<file path="config.mk">
export PLATFORM = sky130hd
export DESIGN_NAME = sdlc_rx_filter
export DESIGN_NICKNAME = d
export VERILOG_FILES = /design/src/rtl/sdlc_rx_pkg.sv /design/src/rtl/sdlc_rx_front.sv /design/src/rtl/sdlc_rx_asm.sv /design/src/rtl/sdlc_rx_ctl.sv /design/src/rtl/sdlc_rx_filter.sv
export SDC_FILE = /design/constraint.sdc
export NUM_CORES = 1
export LEC_CHECK = 0
export ABC_AREA = 1
export ABC_CLOCK_PERIOD_IN_PS = 2000
export BUFFER_PORTS_ARGS = -buffer_cell sky130_fd_sc_hd__buf_2
export CAP_MARGIN = 5
export CELL_PAD_IN_SITES_DETAIL_PLACEMENT = 0
export CELL_PAD_IN_SITES_GLOBAL_PLACEMENT = 2
export CORE_UTILIZATION = 36
export CTS_CLUSTER_DIAMETER = 120
export DETAILED_ROUTE_END_ITERATION = 10
export PLACE_DENSITY = 0.84
export SLEW_MARGIN = 40
export SYNTH_ARGS = -nofsm -noshare
export SYNTH_HDL_FRONTEND = slang
export SYNTH_SLANG_ARGS = --single-unit
</file>
<file path="constraint.sdc">
create_clock -name clk -period 2 [get_ports clk]
set_input_delay 0.1 -clock clk [delete_from_list [all_inputs] [get_ports clk]]
set_output_delay 0.1 -clock clk [all_outputs]
set_load 0.01 [all_outputs]
</file>
<file path="src/rtl/sdlc_rx_pkg.sv">
package sdlc_rx_pkg;

    localparam int BYTE_W     = 8;
    localparam int BITCNT_W   = $clog2(BYTE_W);
    localparam int FLAG_LEN   = 8;
    localparam int ONES_STUFF = 5;
    localparam int ONES_FLAG  = 6;
    localparam int CRC_W      = 16;

    localparam logic [CRC_W-1:0] CRC_PRESET  = 16'hFFFF;
    localparam logic [CRC_W-1:0] CRC_POLY_RV = 16'h8408;
    localparam logic [CRC_W-1:0] CRC_RESIDUE = 16'hF0B8;

    typedef logic [BYTE_W-1:0] byte_t;

    // one destuffed data bit leaving the flag-alignment delay
    typedef struct packed {
        logic v;
        logic b;
    } dbit_t;

    // byte-level events towards the frame controller
    typedef struct packed {
        logic  byte_v;
        byte_t data;
        logic  end_v;
        logic  end_ok;
        logic  abt_v;
    } asm_evt_t;

    // bit-serial CRC-16, reflected polynomial, LSB first
    function automatic logic [CRC_W-1:0] crc_step(input logic [CRC_W-1:0] c, input logic b);
        logic fb;
        fb = c[0] ^ b;
        return (c >> 1) ^ (fb ? CRC_POLY_RV : '0);
    endfunction

endpackage

</file>
<file path="src/rtl/sdlc_rx_front.sv">
module sdlc_rx_front
    import sdlc_rx_pkg::*;
(
    input  logic  clk,
    input  logic  rst,
    input  logic  bit_en,
    input  logic  bit_in,
    output dbit_t dbit_o,
    output logic  flag_o,
    output logic  abort_o
);

    logic [FLAG_LEN-1:0] raw_q;    // last FLAG_LEN raw bits, [0] newest
    logic [FLAG_LEN-1:0] keep_q;   // bit is data (not stuffed, not flag)
    logic [2:0]          ones_q;   // saturating run of ones

    logic is_stuff, is_flag, is_abort;

    always_comb begin
        is_stuff = !bit_in && (ones_q == 3'(ONES_STUFF));
        is_flag  = !bit_in && (ones_q == 3'(ONES_FLAG));
        is_abort =  bit_in && (ones_q == 3'(ONES_FLAG));
    end

    always_ff @(posedge clk) begin
        if (rst) begin
            raw_q   <= '0;
            keep_q  <= '0;
            ones_q  <= '0;
            dbit_o  <= '0;
            flag_o  <= 1'b0;
            abort_o <= 1'b0;
        end else begin
            dbit_o.v <= 1'b0;
            flag_o   <= 1'b0;
            abort_o  <= 1'b0;
            if (bit_en) begin
                raw_q  <= {raw_q[FLAG_LEN-2:0], bit_in};
                keep_q <= (is_flag || is_abort) ? '0 : {keep_q[FLAG_LEN-2:0], !is_stuff};
                if (bit_in)
                    ones_q <= (ones_q == 3'd7) ? 3'd7 : ones_q + 3'd1;
                else
                    ones_q <= '0;
                // the bit leaving the delay precedes any flag now completing
                dbit_o.v <= keep_q[FLAG_LEN-1] && !is_abort;
                dbit_o.b <= raw_q[FLAG_LEN-1];
                flag_o   <= is_flag;
                abort_o  <= is_abort;
            end
        end
    end

    // an abort leaves no buffered bit eligible as data
    a_r8_abort_flushes: assert property (@(posedge clk) disable iff (rst)
        abort_o |-> (keep_q == '0));

    // flag and abort never reported together
    a_r1_flag_abort_excl: assert property (@(posedge clk) disable iff (rst)
        !(flag_o && abort_o));

endmodule

</file>
<file path="src/rtl/sdlc_rx_asm.sv">
module sdlc_rx_asm
    import sdlc_rx_pkg::*;
(
    input  logic     clk,
    input  logic     rst,
    input  dbit_t    dbit_i,
    input  logic     flag_i,
    input  logic     abort_i,
    output asm_evt_t evt_o
);

    byte_t               sr_q, sr_n;
    logic [BITCNT_W-1:0] cnt_q, cnt_n;
    logic [CRC_W-1:0]    crc_q, crc_n;
    logic                done;

    always_comb begin
        sr_n  = sr_q;
        cnt_n = cnt_q;
        crc_n = crc_q;
        if (dbit_i.v) begin
            sr_n  = {dbit_i.b, sr_q[BYTE_W-1:1]};
            cnt_n = cnt_q + 1'b1;
            crc_n = crc_step(crc_q, dbit_i.b);
        end
        done = dbit_i.v && (cnt_q == BITCNT_W'(BYTE_W - 1));
    end

    always_ff @(posedge clk) begin
        if (rst) begin
            sr_q  <= '0;
            cnt_q <= '0;
            crc_q <= CRC_PRESET;
            evt_o <= '0;
        end else begin
            evt_o.byte_v <= done;
            evt_o.data   <= sr_n;
            evt_o.end_v  <= flag_i;
            evt_o.end_ok <= (crc_n == CRC_RESIDUE) && (cnt_n == '0);
            evt_o.abt_v  <= abort_i;
            sr_q <= sr_n;
            if (flag_i || abort_i) begin
                cnt_q <= '0;
                crc_q <= CRC_PRESET;
            end else begin
                cnt_q <= cnt_n;
                crc_q <= crc_n;
            end
        end
    end

    // each frame begins from the all-ones preset
    a_r3_preset_after_flag: assert property (@(posedge clk) disable iff (rst)
        evt_o.end_v |-> (crc_q == CRC_PRESET && cnt_q == '0));

endmodule

</file>
<file path="src/rtl/sdlc_rx_ctl.sv">
module sdlc_rx_ctl
    import sdlc_rx_pkg::*;
#(
    parameter int    MIN_BYTES = 4,
    parameter byte_t BCAST     = 8'hFF
) (
    input  logic     clk,
    input  logic     rst,
    input  asm_evt_t evt_i,
    input  logic     search_en,
    input  byte_t    node_addr,
    output logic     out_valid,
    output byte_t    out_data,
    output logic     out_last,
    output logic     out_crc_ok,
    output logic     out_abort
);

    localparam int HOLD  = MIN_BYTES - 1;
    localparam int CNT_W = $clog2(MIN_BYTES + 1);
    localparam logic [CNT_W-1:0] NB_FULL = CNT_W'(MIN_BYTES);
    localparam logic [CNT_W-1:0] NB_HOLD = CNT_W'(HOLD);

    logic             in_frame_q, drop_q;
    logic [CNT_W-1:0] nb_q, nb_after;
    byte_t            hold_q [HOLD];
    byte_t            hold_after [HOLD];
    logic             pend_q, pend_ok_q, pend_abt_q;
    byte_t            pend_data_q;

    logic first, miss, drop_eff, take, emit_byte, close_ok, abt_beat;

    always_comb begin
        take     = evt_i.byte_v && in_frame_q;
        first    = take && (nb_q == '0);
        miss     = search_en && (evt_i.data != node_addr) && (evt_i.data != BCAST);
        drop_eff = drop_q || (first && miss);
        emit_byte = take && (nb_q >= NB_HOLD) && !drop_eff;
        nb_after = (take && nb_q != NB_FULL) ? nb_q + 1'b1 : nb_q;
        for (int i = 0; i < HOLD; i++)
            hold_after[i] = hold_q[i];
        if (take) begin
            hold_after[0] = evt_i.data;
            for (int i = 1; i < HOLD; i++)
                hold_after[i] = hold_q[i-1];
        end
        close_ok = evt_i.end_v && in_frame_q && !drop_eff && (nb_after == NB_FULL);
        abt_beat = evt_i.abt_v && in_frame_q && !drop_q && (nb_q == NB_FULL);
    end

    always_ff @(posedge clk) begin
        if (rst) begin
            in_frame_q  <= 1'b0;
            drop_q      <= 1'b0;
            nb_q        <= '0;
            pend_q      <= 1'b0;
            pend_ok_q   <= 1'b0;
            pend_abt_q  <= 1'b0;
            pend_data_q <= '0;
            out_valid   <= 1'b0;
            out_data    <= '0;
            out_last    <= 1'b0;
            out_crc_ok  <= 1'b0;
            out_abort   <= 1'b0;
            for (int i = 0; i < HOLD; i++)
                hold_q[i] <= '0;
        end else begin
            out_valid <= 1'b0;
            if (pend_q) begin
                out_valid  <= 1'b1;
                out_data   <= pend_data_q;
                out_last   <= 1'b1;
                out_crc_ok <= pend_ok_q;
                out_abort  <= pend_abt_q;
                pend_q     <= 1'b0;
            end else if (emit_byte) begin
                out_valid  <= 1'b1;
                out_data   <= hold_q[HOLD-1];
                out_last   <= 1'b0;
                out_crc_ok <= 1'b0;
                out_abort  <= 1'b0;
            end
            for (int i = 0; i < HOLD; i++)
                hold_q[i] <= hold_after[i];
            if (evt_i.end_v) begin
                in_frame_q  <= 1'b1;
                drop_q      <= 1'b0;
                nb_q        <= '0;
                pend_q      <= close_ok;
                pend_data_q <= hold_after[HOLD-1];
                pend_ok_q   <= evt_i.end_ok;
                pend_abt_q  <= 1'b0;
            end else if (evt_i.abt_v) begin
                in_frame_q  <= 1'b0;
                drop_q      <= 1'b0;
                nb_q        <= '0;
                pend_q      <= abt_beat;
                pend_data_q <= '0;
                pend_ok_q   <= 1'b0;
                pend_abt_q  <= 1'b1;
            end else begin
                nb_q   <= nb_after;
                drop_q <= drop_eff;
            end
        end
    end

    // a rejected frame stays silent
    a_r6_drop_silent: assert property (@(posedge clk) disable iff (rst)
        drop_q |=> !out_valid);

    // a frame ending before the hold is full emits nothing
    a_r7_short_silent: assert property (@(posedge clk) disable iff (rst)
        (evt_i.end_v && nb_q < NB_HOLD) |=> !out_valid);

    // good-check status only on a normal final beat
    a_r3_ok_on_last: assert property (@(posedge clk) disable iff (rst)
        (out_valid && out_crc_ok) |-> (out_last && !out_abort));

    // abort beat is final and carries zero data
    a_r8_abort_beat: assert property (@(posedge clk) disable iff (rst)
        (out_valid && out_abort) |-> (out_last && out_data == '0));

    // quiet right after reset
    a_r10_quiet_after_reset: assert property (@(posedge clk) disable iff (rst)
        $past(rst) |-> !out_valid);

endmodule

</file>
<file path="src/rtl/sdlc_rx_filter.sv">
module sdlc_rx_filter
    import sdlc_rx_pkg::*;
#(
    parameter int         MIN_FRAME_BYTES = 4,
    parameter logic [7:0] BCAST_ADDR      = 8'hFF
) (
    input  logic       clk,
    input  logic       rst,
    input  logic       bit_en,
    input  logic       bit_in,
    input  logic       search_en,
    input  logic [7:0] node_addr,
    output logic       out_valid,
    output logic [7:0] out_data,
    output logic       out_last,
    output logic       out_crc_ok,
    output logic       out_abort
);

    dbit_t    dbit;
    logic     flag_p, abort_p;
    asm_evt_t evt;

    sdlc_rx_front u_front (
        .clk     (clk),
        .rst     (rst),
        .bit_en  (bit_en),
        .bit_in  (bit_in),
        .dbit_o  (dbit),
        .flag_o  (flag_p),
        .abort_o (abort_p)
    );

    sdlc_rx_asm u_asm (
        .clk     (clk),
        .rst     (rst),
        .dbit_i  (dbit),
        .flag_i  (flag_p),
        .abort_i (abort_p),
        .evt_o   (evt)
    );

    sdlc_rx_ctl #(
        .MIN_BYTES (MIN_FRAME_BYTES),
        .BCAST     (BCAST_ADDR)
    ) u_ctl (
        .clk        (clk),
        .rst        (rst),
        .evt_i      (evt),
        .search_en  (search_en),
        .node_addr  (node_addr),
        .out_valid  (out_valid),
        .out_data   (out_data),
        .out_last   (out_last),
        .out_crc_ok (out_crc_ok),
        .out_abort  (out_abort)
    );

endmodule

</file>
==> results of run 1 <==
worst paths after layout:
kind / endpoint / slack (ps)
hold / removal: u_front.raw_q[1]$_SDFFE_PP0P_ / 50
hold reg to reg: u_front.raw_q[1]$_SDFFE_PP0P_ / 450
setup reg to reg: u_ctl.out_data[5]$_SDFFE_PP0P_ / 350
setup / recovery: u_ctl.out_data[5]$_SDFFE_PP0P_ / 350
routing by layer:
layer  vias up  global-route usage  part of all wire  routed length (µm)
met5         -                   0                 0                   0
met4         0             0.05600             0.014                 116
met3         7             0.05076             0.025                 214
met2        17              0.2387              0.48                4145
met1      1602              0.1728              0.48                4101
li1       1836                   -                 -                   -
layout make-up:
cell class | count | share of cell area
clock inverters | 7 | 0.01118
flip-flops and latches | 106 | 0.4309
inverters | 65 | 0.05005
multi-input cells | 366 | 0.3755
well taps | 147 | 0.03735
repair buffers | 40 | 0.04929
clock buffers | 9 | 0.04573
registers in the layout (all words and copies together) (netlist names), 2 cells and up:
name,cells
u_front.ones_q,3
u_ctl.nb_q,3
u_ctl.out_data,8
u_front.raw_q,8
u_asm.crc_q,16
u_asm.evt_o,12
u_asm.cnt_q,3
u_front.keep_q,8
u_ctl.pend_data_q,8
u_front.dbit_o,2
u_ctl.hold_q,24
metrics by stage:
stage	area [µm²]	total power [mW]
4_1_cts	4917	4.002
3_5_place_dp	4627	2.310
3_3_place_gp	4627	2.309
5_1_grt	4925	4.103
6_report	4925	3.936
2_1_floorplan	4400	2.267
where the power goes:
part	switching, mW	internal, mW
Combinational	0.0804	0.0456
Sequential	0.00808	2.12
Clock	0.825	0.853
cell families (layout without fill, tap and decap cells):
family	after synthesis	in the layout	synth area share
AO/OA/AOI/OAI	121	121	0.1513
XOR/XNOR	7	7	0.01393
adder cells (fa/ha/maj)	8	8	0.02275
buffers and inverters	95	121	0.09923
flip-flops	106	106	0.4822
multiplexers	2	2	0.004550
AND/OR/NAND/NOR	228	228	0.2260
cell usage in the layout, fill, tap and decap left out, types with 2 or more instances in the layout:
cell type   Yosys  final
o21ai_0        63     63
xor2_1          2      2
xnor2_1         5      5
clkbuf_16       0      9
ha_1            8      8
a211oi_2        5      5
nand4_1         4      4
nor2_1         75     75
a21oi_1        40     40
dfxtp_1       106    106
nand2_1       113    113
buf_2           5     24
nor3_1          4      4
inv_2           5      5
nand2_2         2      2
a21oi_2         3      3
buf_4           2     15
inv_1          59     59
clkinv_4        0      3
o21ai_1         6      6
clkinvlp_4      0      2
nand3_1        12     12
nand3_2         9      8
or2_2           4      4
mux2i_1         2      2
what timing repair did:
item	in CTS	in global routing
hold buffers	1	0
setup endpoints to repair	0	1
resized for setup	0	1
endpoints found under the hold margin	1	0
worst max-delay path, cell delays in order, from the launching register on:
cell and delay, ps:
dfxtp_1 390, inv_1 60, ha_1 210, nand3_1 80, nor2_1 40, o21ai_1 70
inv_1 60, nand2_1 100, nand3_4 250, a21oi_1 220, nor2_1 60
==> flow_metrics.tcl, run 1 <==
set metrics [dict create \
    firstDrtPassIters 4 \
    min_path_type "primary input to flip-flop" \
    outcome "complete, no violations" \
    startpoint "u_ctl.nb_q[0]$_SDFF_PP0_" \
    r2r_cells 10 \
    async_reset_ff_frac 0 \
    final_layout_size_suffix_gt1_frac 0.1501 \
    power_density_mw_per_mm2 799.3 \
    port-buffer-count 24 \
    dr_total_vias 3462 \
    synth.area.top_cells "dfxtp_1 48%, nand2_1 9.6%, o21ai_0 7.2%" \
    fmax_ghz 0.6051 \
    core-area_mm2 0.01196 \
    endpoint_kind "flip-flop" \
    cts_made_buffers 9 \
    grt_pass1_wl_mm 14.35 \
    clock_path_buffers 2 \
    fin_crit_ps 1653 \
    rr_startpoint "u_ctl.nb_q[0]$_SDFF_PP0_" \
    critPathMaxFanout 20 \
    antenna_found_initial 0 \
    start_util 0.3679 \
    die_x_um 112.6 \
    root_buffer "clkbuf_16" \
    synth_edf_count 0 \
    slew_violations 0 \
    timing.hold.ws_ps 49.11 \
    vdd_drop_max_mv 0.3855 \
    worst_slack_ps 347.4 \
    syn-cell-area_mm2 0.004400 \
    place.gp.congestion 0.7121 \
    diodes 0 \
    overflow 0 \
    grt_max_degree 23 \
    dp.cells 723 \
    insertion_delay_ps 360 \
    postRouteAntennaNets 0 \
    setup_viol 0 \
    rsz0062_at_grt "no" \
    power.leakage_nw 2.078 \
    max-slew-margin-rel 0.6811 \
    fillers 1233 \
    tns_ps 0 \
    viasPerCell 4.678 \
    worstSetupPathType "flip-flop to flip-flop" \
    clk_pin_slew_ps 70 \
    ys_warn_count 0 \
    dp_hpwl_mm 6.080 \
    grt_pass1_vias 3115 \
    routedWlPerCell_um 11.59 \
    grt_usage 0.1448 \
    synth_top_area_share 0.4822 \
    synth_area_leader_cell "dfxtp_1" \
    fin_nets 609 \
    syn_avg_cell_area_um2 7.761 \
    syn_nets 588 \
    die_h_um 112.6 \
    utilization 0.4117 \
    synthCells 567 \
    drt-total-wl_mm 8.577 \
    syn_to_final_growth_pct 11.91 \
    synth-seq-area-share 0.4822 \
    core.rowCount 40 \
    ios 25 \
    yosys_register_bits 106 \
    final_cells 740 \
    worst_pin_slew_ps 477.0 \
    crit_arrival_ps 1900 \
    min-delay-start "bit_en" \
    drc 0 \
    fp.dieArea_mm2 0.01267 \
    clock-sinks 106 \
    max_cap_viol_count 0 \
    post-place-ws_ps 162.0 \
    cp.required_ps 2250 \
    hold_path_depth 2 \
    post_cts_buffers 0 \
    multi_input_area_mm2 0.001849 \
    synth.most_common_cell "nand2_1" \
    drtIter0Drc 128 \
    synth.top_cells.by_count "113 x nand2_1, 106 x dfxtp_1, 75 x nor2_1, 63 x o21ai_0, 59 x inv_1" \
    synth.distinct_cells 35 \
    hold_viol 0 \
    htree_num_levels 3 \
    post-route-period-util 0.8263 \
    cts_tree "built" \
    regArea_mm2 0.002122 \
    synthFlopType "dfxtp_1" \
    clock_skew_ps 8.657 \
    startpoint_type "flip-flop" \
]
(Power assumes the default switching activity.)
==> run 2: changes to the inputs <==
ABC_AREA = 0   (was 1)
ABC_CLOCK_PERIOD_IN_PS = 1450   (was 2000)
CORE_UTILIZATION = 34   (was 36)
PLACE_DENSITY = 0.79   (was 0.84)
clock period = 1.45 ns   (was 2 ns; I/O delays follow)
==> flow_metrics.tcl, run 2 <==
set metrics [dict create \
    outcome "complete, but fails checks" \
    violations "setup timing" \
    htree_num_levels 3 \
    final_common_cell "dfxtp_1" \
    antenna_found_initial 0 \
    yosys_register_bits 106 \
    cts_made_buffers 9 \
    syn_nets 489 \
    regArea_mm2 0.002138 \
    hold_viol 0 \
    synthFlopType "dfxtp_1" \
    synth.distinct_cells 41 \
    synth-seq-area-share 0.4958 \
    power.leakage_nw 2.148 \
    die_x_um 114.2 \
    max-slew-margin-rel 0.6059 \
    rr_startpoint "u_asm.evt_o[7]$_SDFFE_PP0P_" \
    fillers 1222 \
    dr_total_vias 3312 \
    drc 0 \
    firstDrtPassIters 4 \
    drt-total-wl_mm 9.213 \
    power_density_mw_per_mm2 1016 \
    synth_area_leader_cell "dfxtp_1" \
    root_buffer "clkbuf_16" \
    startpoint "u_asm.evt_o[7]$_SDFFE_PP0P_" \
    crit_family "compound AO/OA/AOI/OAI gates" \
    power_mw 5.546 \
    crit_chain "xor2_1 -> nor4_2 -> a21oi_2 -> o41a_1 -> buf_12 -> mux2_4" \
    power.switching_mw 1.223 \
    tns_ps -5639 \
    slew_violations 0 \
    grt_pass1_wl_mm 15.10 \
    min_to "u_ctl.out_crc_ok$_SDFFE_PP0P_" \
    endpoint_kind "flip-flop" \
    port-buffer-count 24 \
    worstSetupPathType "flip-flop to flip-flop" \
    vdd_drop_max_mv 0.9413 \
    rsz0062_at_grt "yes" \
    synthCells 468 \
    ys_warn_count 0 \
    fp.dieArea_mm2 0.01304 \
    power_frac_clock 0.445 \
    dp_hpwl_mm 6.196 \
    synth_edf_count 0 \
    layout_common_cells "97 x dfxtp_1, 75 x nand2_1, 47 x buf_4" \
    die_h_um 114.2 \
    core-area_mm2 0.01216 \
    timing.hold.ws_ps 99.72 \
    cts_tree "built" \
    diodes 0 \
    syn-cell-area_mm2 0.004280 \
    top_register "u_ctl.hold_q" \
    fin_crit_ps 1979 \
    cp.required_ps 1690 \
    clock_skew_ps 6.583 \
    place.gp.congestion 0.7620 \
    core.rowCount 40 \
    critical_path.max_stage_delay_ps 420 \
    crit_arrival_ps 2220 \
    clock-sinks 106 \
    synth_top_area_share 0.4958 \
    internal_power_mw 4.323 \
    syn_to_final_growth_pct 27.48 \
    clk_pin_slew_ps 70 \
    post-route-period-util 1.365 \
    largest_registers "u_ctl.hold_q (24), u_asm.crc_q (16), u_asm.evt_o (12)" \
    worst_pin_slew_ps 588.0 \
    routedWlPerCell_um 13.07 \
    synth.top_cells.by_count "106 x dfxtp_1, 76 x nand2_1, 47 x nor2_1, 41 x a21oi_1, 36 x mux2i_1" \
    startpoint_type "flip-flop" \
    syn_avg_cell_area_um2 9.146 \
    async_reset_ff_frac 0 \
    min_path_type "primary input to flip-flop" \
    setup_viol 14 \
    synth.most_common_cell "dfxtp_1" \
    clock_path_buffers 2 \
    ios 25 \
    synth.area.top_cells "dfxtp_1 50%, mux2i_1 8.4%, nand2_1 6.7%" \
    critPathMaxFanout 9 \
    postRouteAntennaNets 0 \
    crit_slowest_cell "o41a_1" \
    worst_slack_ps -529.0 \
    regToRegEndpoint "u_ctl.out_data[3]$_SDFFE_PP0P_" \
    grt_pass1_vias 3112 \
    max_cap_viol_count 0 \
    post-place-ws_ps -545.8 \
    place_area_mm2 0.004936 \
    largest_reg_flops 24 \
    comb_power_share 0.028 \
    r2r_cells 6 \
    fin_area_mm2 0.005456 \
    multi_input_area_mm2 0.002146 \
    r2r_slack_ps -530 \
    grt_usage 0.1503 \
    min-delay-start "rst" \
    start_util 0.3520 \
    insertion_delay_ps 350 \
    final_cells 705 \
    final_layout_size_suffix_gt1_frac 0.2551 \
    fmax_ghz 0.5053 \
    drtIter0Drc 142 \
    grt_max_degree 70 \
    swShare 0.2206 \
    viasPerCell 4.698 \
    hold_path_depth 3 \
    dp.cells 680 \
    fin_nets 553 \
    utilization 0.4487 \
    p_seq_frac 0.527 \
    overflow 0 \
    path_buf_inv 1 \
]
-- run 2: worst max-delay path by stage --
stage,to,slack (ps),cells past startpoint
finish,u_ctl.out_data[3]$_SDFFE_PP0P_,-530,6
global route,u_ctl.out_data[4]$_SDFFE_PP0P_,-560,6
CTS,u_ctl.out_data[3]$_SDFFE_PP0P_,-540,6
detailed placement,u_ctl.out_data[3]$_SDFFE_PP0P_,-550,6
global placement,u_ctl.out_data[7]$_SDFFE_PP0P_,-520,6
floorplan,u_ctl.out_data[1]$_SDFFE_PP0P_,-390,8
-- run 2: kinds of logic (layout without fill, tap and decap cells) --
family,count (synthesis),count (layout),share of synthesized area
multiplexers,44,44,0.1114
AND/OR/NAND/NOR,193,193,0.2128
buffers and inverters,35,104,0.03274
adder cells (fa/ha/maj),8,8,0.02339
XOR/XNOR,13,13,0.02660
flip-flops,106,106,0.4958
AO/OA/AOI/OAI,69,69,0.09734
-- run 2: metal layers --
metal  up-vias  track usage  part of all wire  routed length [µm]
met1      1559       0.1885              0.48                4382
met3         7      0.05135             0.034                 317
met5         -            0                 0                   0
met4         0      0.04675             0.012                 115
met2        35       0.2428              0.48                4397
li1       1711            -                 -                   -
-- run 2: power groups by stage --
stage | combinational, mW | clock, mW | sequential, mW
2_1_floorplan | 0.0958 | 0 | 2.99
4_1_cts | 0.159 | 2.56 | 2.92
5_1_grt | 0.172 | 2.67 | 2.92
3_3_place_gp | 0.155 | 0 | 2.99
3_5_place_dp | 0.156 | 0 | 2.99
6_report | 0.155 | 2.47 | 2.92
-- run 2: repair_timing --
action                     in CTS  in global routing
gates cloned                    0                  1
hold buffers                    1                  0
setup endpoints to repair      14                 16
gates resized for setup        19                 13
hold endpoints to repair        2                  0
pin swaps                       9                 10
buffers inserted                6                  2
-- run 2: worst reg2reg max path, cell delays in order, from the launching register on --
cell	delay, ps
dfxtp_2	350
xor2_1	180
nor4_2	340
a21oi_2	130
o41a_1	420
buf_12	160
mux2_4	290
-- run 2: cell type report --
type,count,area share
tap,168,0.03852
inverter,8,0.005503
clock inverter,7,0.01399
timing repair buffer,80,0.1156
sequential,106,0.3919
multi-input combinational,327,0.3933
clock buffer,9,0.04127
==> run 3: changes to the inputs <==
PLACE_DENSITY = not set   (was 0.79)
PLACE_DENSITY_LB_ADDON = 0.1   (was not set)
==> flow_metrics.tcl, run 3 (synthesized netlist as in run 2, its figures left out) <==
set metrics [dict create \
    outcome "complete, but fails checks" \
    violations "setup timing" \
    utilization 0.4496 \
    layout_common_cells "97 x dfxtp_1, 74 x nand2_1, 44 x nor2_1" \
    worst_pin_slew_ps 797.2 \
    min-delay-start "bit_in" \
    start_util 0.3520 \
    overflow 0 \
    firstDrtPassIters 4 \
    drc 0 \
    grt_usage 0.1627 \
    post-place-ws_ps -530.7 \
    slew_violations 0 \
    rsz0062_at_grt "yes" \
    worst_slack_ps -417.5 \
    regToRegEndpoint "u_ctl.out_data[7]$_SDFFE_PP0P_" \
    power_density_mw_per_mm2 1038 \
    viasPerCell 4.714 \
    cts_tree "built" \
    min_path_type "primary input to flip-flop" \
    die_h_um 114.2 \
    endpoint_kind "flip-flop" \
    ios 25 \
    clock_path_buffers 2 \
    tns_ps -4399 \
    r2r_slack_ps -420 \
    regArea_mm2 0.002138 \
    final_common_cell "dfxtp_1" \
    crit_arrival_ps 2110 \
    root_buffer "clkbuf_16" \
    dp_hpwl_mm 6.258 \
    cts_hold_buffers 0 \
    drtIter0Drc 194 \
    grt_pass1_vias 3282 \
    power.leakage_nw 2.145 \
    max-slew-margin-rel 0.4656 \
    port-buffer-count 24 \
    routedWlPerCell_um 14.06 \
    cts_made_buffers 9 \
    clock_skew_ps 6.499 \
    min_to "u_front.dbit_o[1]$_SDFF_PP0_" \
    hold_viol 0 \
    startpoint_type "flip-flop" \
    fin_area_mm2 0.005468 \
    diodes 0 \
    r2r_cells 6 \
    place_area_mm2 0.004943 \
    fp.dieArea_mm2 0.01304 \
    htree_num_levels 3 \
    grt_max_degree 79 \
    vdd_drop_max_mv 0.6338 \
    hold_path_depth 2 \
    drt-total-wl_mm 9.845 \
    critPathMaxFanout 10 \
    timing.hold.ws_ps 11.34 \
    place.gp.congestion 0.7479 \
    largest_registers "u_ctl.hold_q (24), u_asm.crc_q (16), u_asm.evt_o (12)" \
    cp.required_ps 1690 \
    dr_total_vias 3300 \
    fin_crit_ps 1868 \
    core.rowCount 40 \
    rr_startpoint "u_asm.evt_o[4]$_SDFFE_PP0P_" \
    fillers 1185 \
    final_layout_size_suffix_gt1_frac 0.2519 \
    fmax_ghz 0.5355 \
    fin_nets 548 \
    worstSetupPathType "flip-flop to flip-flop" \
    top_register "u_ctl.hold_q" \
    max_cap_viol_count 0 \
    multi_input_area_mm2 0.002178 \
    grt_pass1_wl_mm 16.27 \
    post-route-period-util 1.288 \
    insertion_delay_ps 350 \
    core-area_mm2 0.01216 \
    die_x_um 114.2 \
    largest_reg_flops 24 \
    syn_to_final_growth_pct 27.74 \
    setup_viol 12 \
    clock-sinks 106 \
    antenna_found_initial 0 \
    clk_pin_slew_ps 70 \
    postRouteAntennaNets 0 \
]
run 3: changes by cell type in the layout (fill, tap and decap cells not counted), sizes merged:
cell and delta:
buf -4, bufinv +1, clkinv +2, clkinvlp -2, dlygate4sd3 -1, inv -1
run 3: layout make-up:
class	count	share of cell area
sequential	106	0.3911
timing repair buffer	75	0.1085
inverter	8	0.005492
tap	168	0.03844
clock buffer	9	0.04119
clock inverter	7	0.01693
multi-input combinational	327	0.3984
run 3: stage by stage:
stage               std cells  power, mW
floorplan                 468      3.087
global placement          681      3.146
detailed placement        681      3.148
CTS                       698      5.778
global route              700      5.928
finish                    700      5.675
run 3: repair_timing:
| item | CTS | global route |
|---|---|---|
| pin swaps | 4 | 11 |
| gates cloned | 0 | 1 |
| endpoints found under the hold margin | 0 | 0 |
| gates resized for setup | 9 | 27 |
| buffers inserted | 1 | 2 |
| setup endpoints to repair | 19 | 23 |
run 3: where the power goes:
part / switching (mW) / internal, mW / leakage (nW)
registers: 0.00642 / 2.92 / 0.859
logic: 0.101 / 0.0519 / 1.13
clock network: 1.09 / 1.51 / 0.160
total: 1.20 / 4.48 / 2.15
run 3: how the worst max path moves through the flow:
stage / startpoint / to / cells past startpoint
final: u_asm.evt_o[4]$_SDFFE_PP0P_ / u_ctl.out_data[7]$_SDFFE_PP0P_ / 6
after global routing: u_asm.evt_o[4]$_SDFFE_PP0P_ / u_ctl.out_data[7]$_SDFFE_PP0P_ / 6
after CTS: u_ctl.nb_q[1]$_SDFF_PP0_ / u_ctl.out_data[4]$_SDFFE_PP0P_ / 7
after detailed placement: u_front.dbit_o[1]$_SDFF_PP0_ / u_asm.evt_o[1]$_SDFF_PP0_ / 6
after global placement: u_front.dbit_o[1]$_SDFF_PP0_ / u_asm.evt_o[1]$_SDFF_PP0_ / 6
after floorplan: u_ctl.nb_q[0]$_SDFF_PP0_ / u_ctl.out_data[1]$_SDFFE_PP0P_ / 8
run 3: layer usage:
metal	global-route usage	vias to the layer above	wire length, µm
li1	-	1707	-
met4	0.05455	0	137
met1	0.2017	1558	4752
met2	0.2687	26	4710
met5	0	-	0
met3	0.04923	9	245
run 3: critical path, stage by stage, from the launching register on:
cell and delay, ps:
dfxtp_2 330, xor2_1 160, nor4_2 310, a21oi_1 140
o41a_1 360, buf_12 170, mux2_4 290
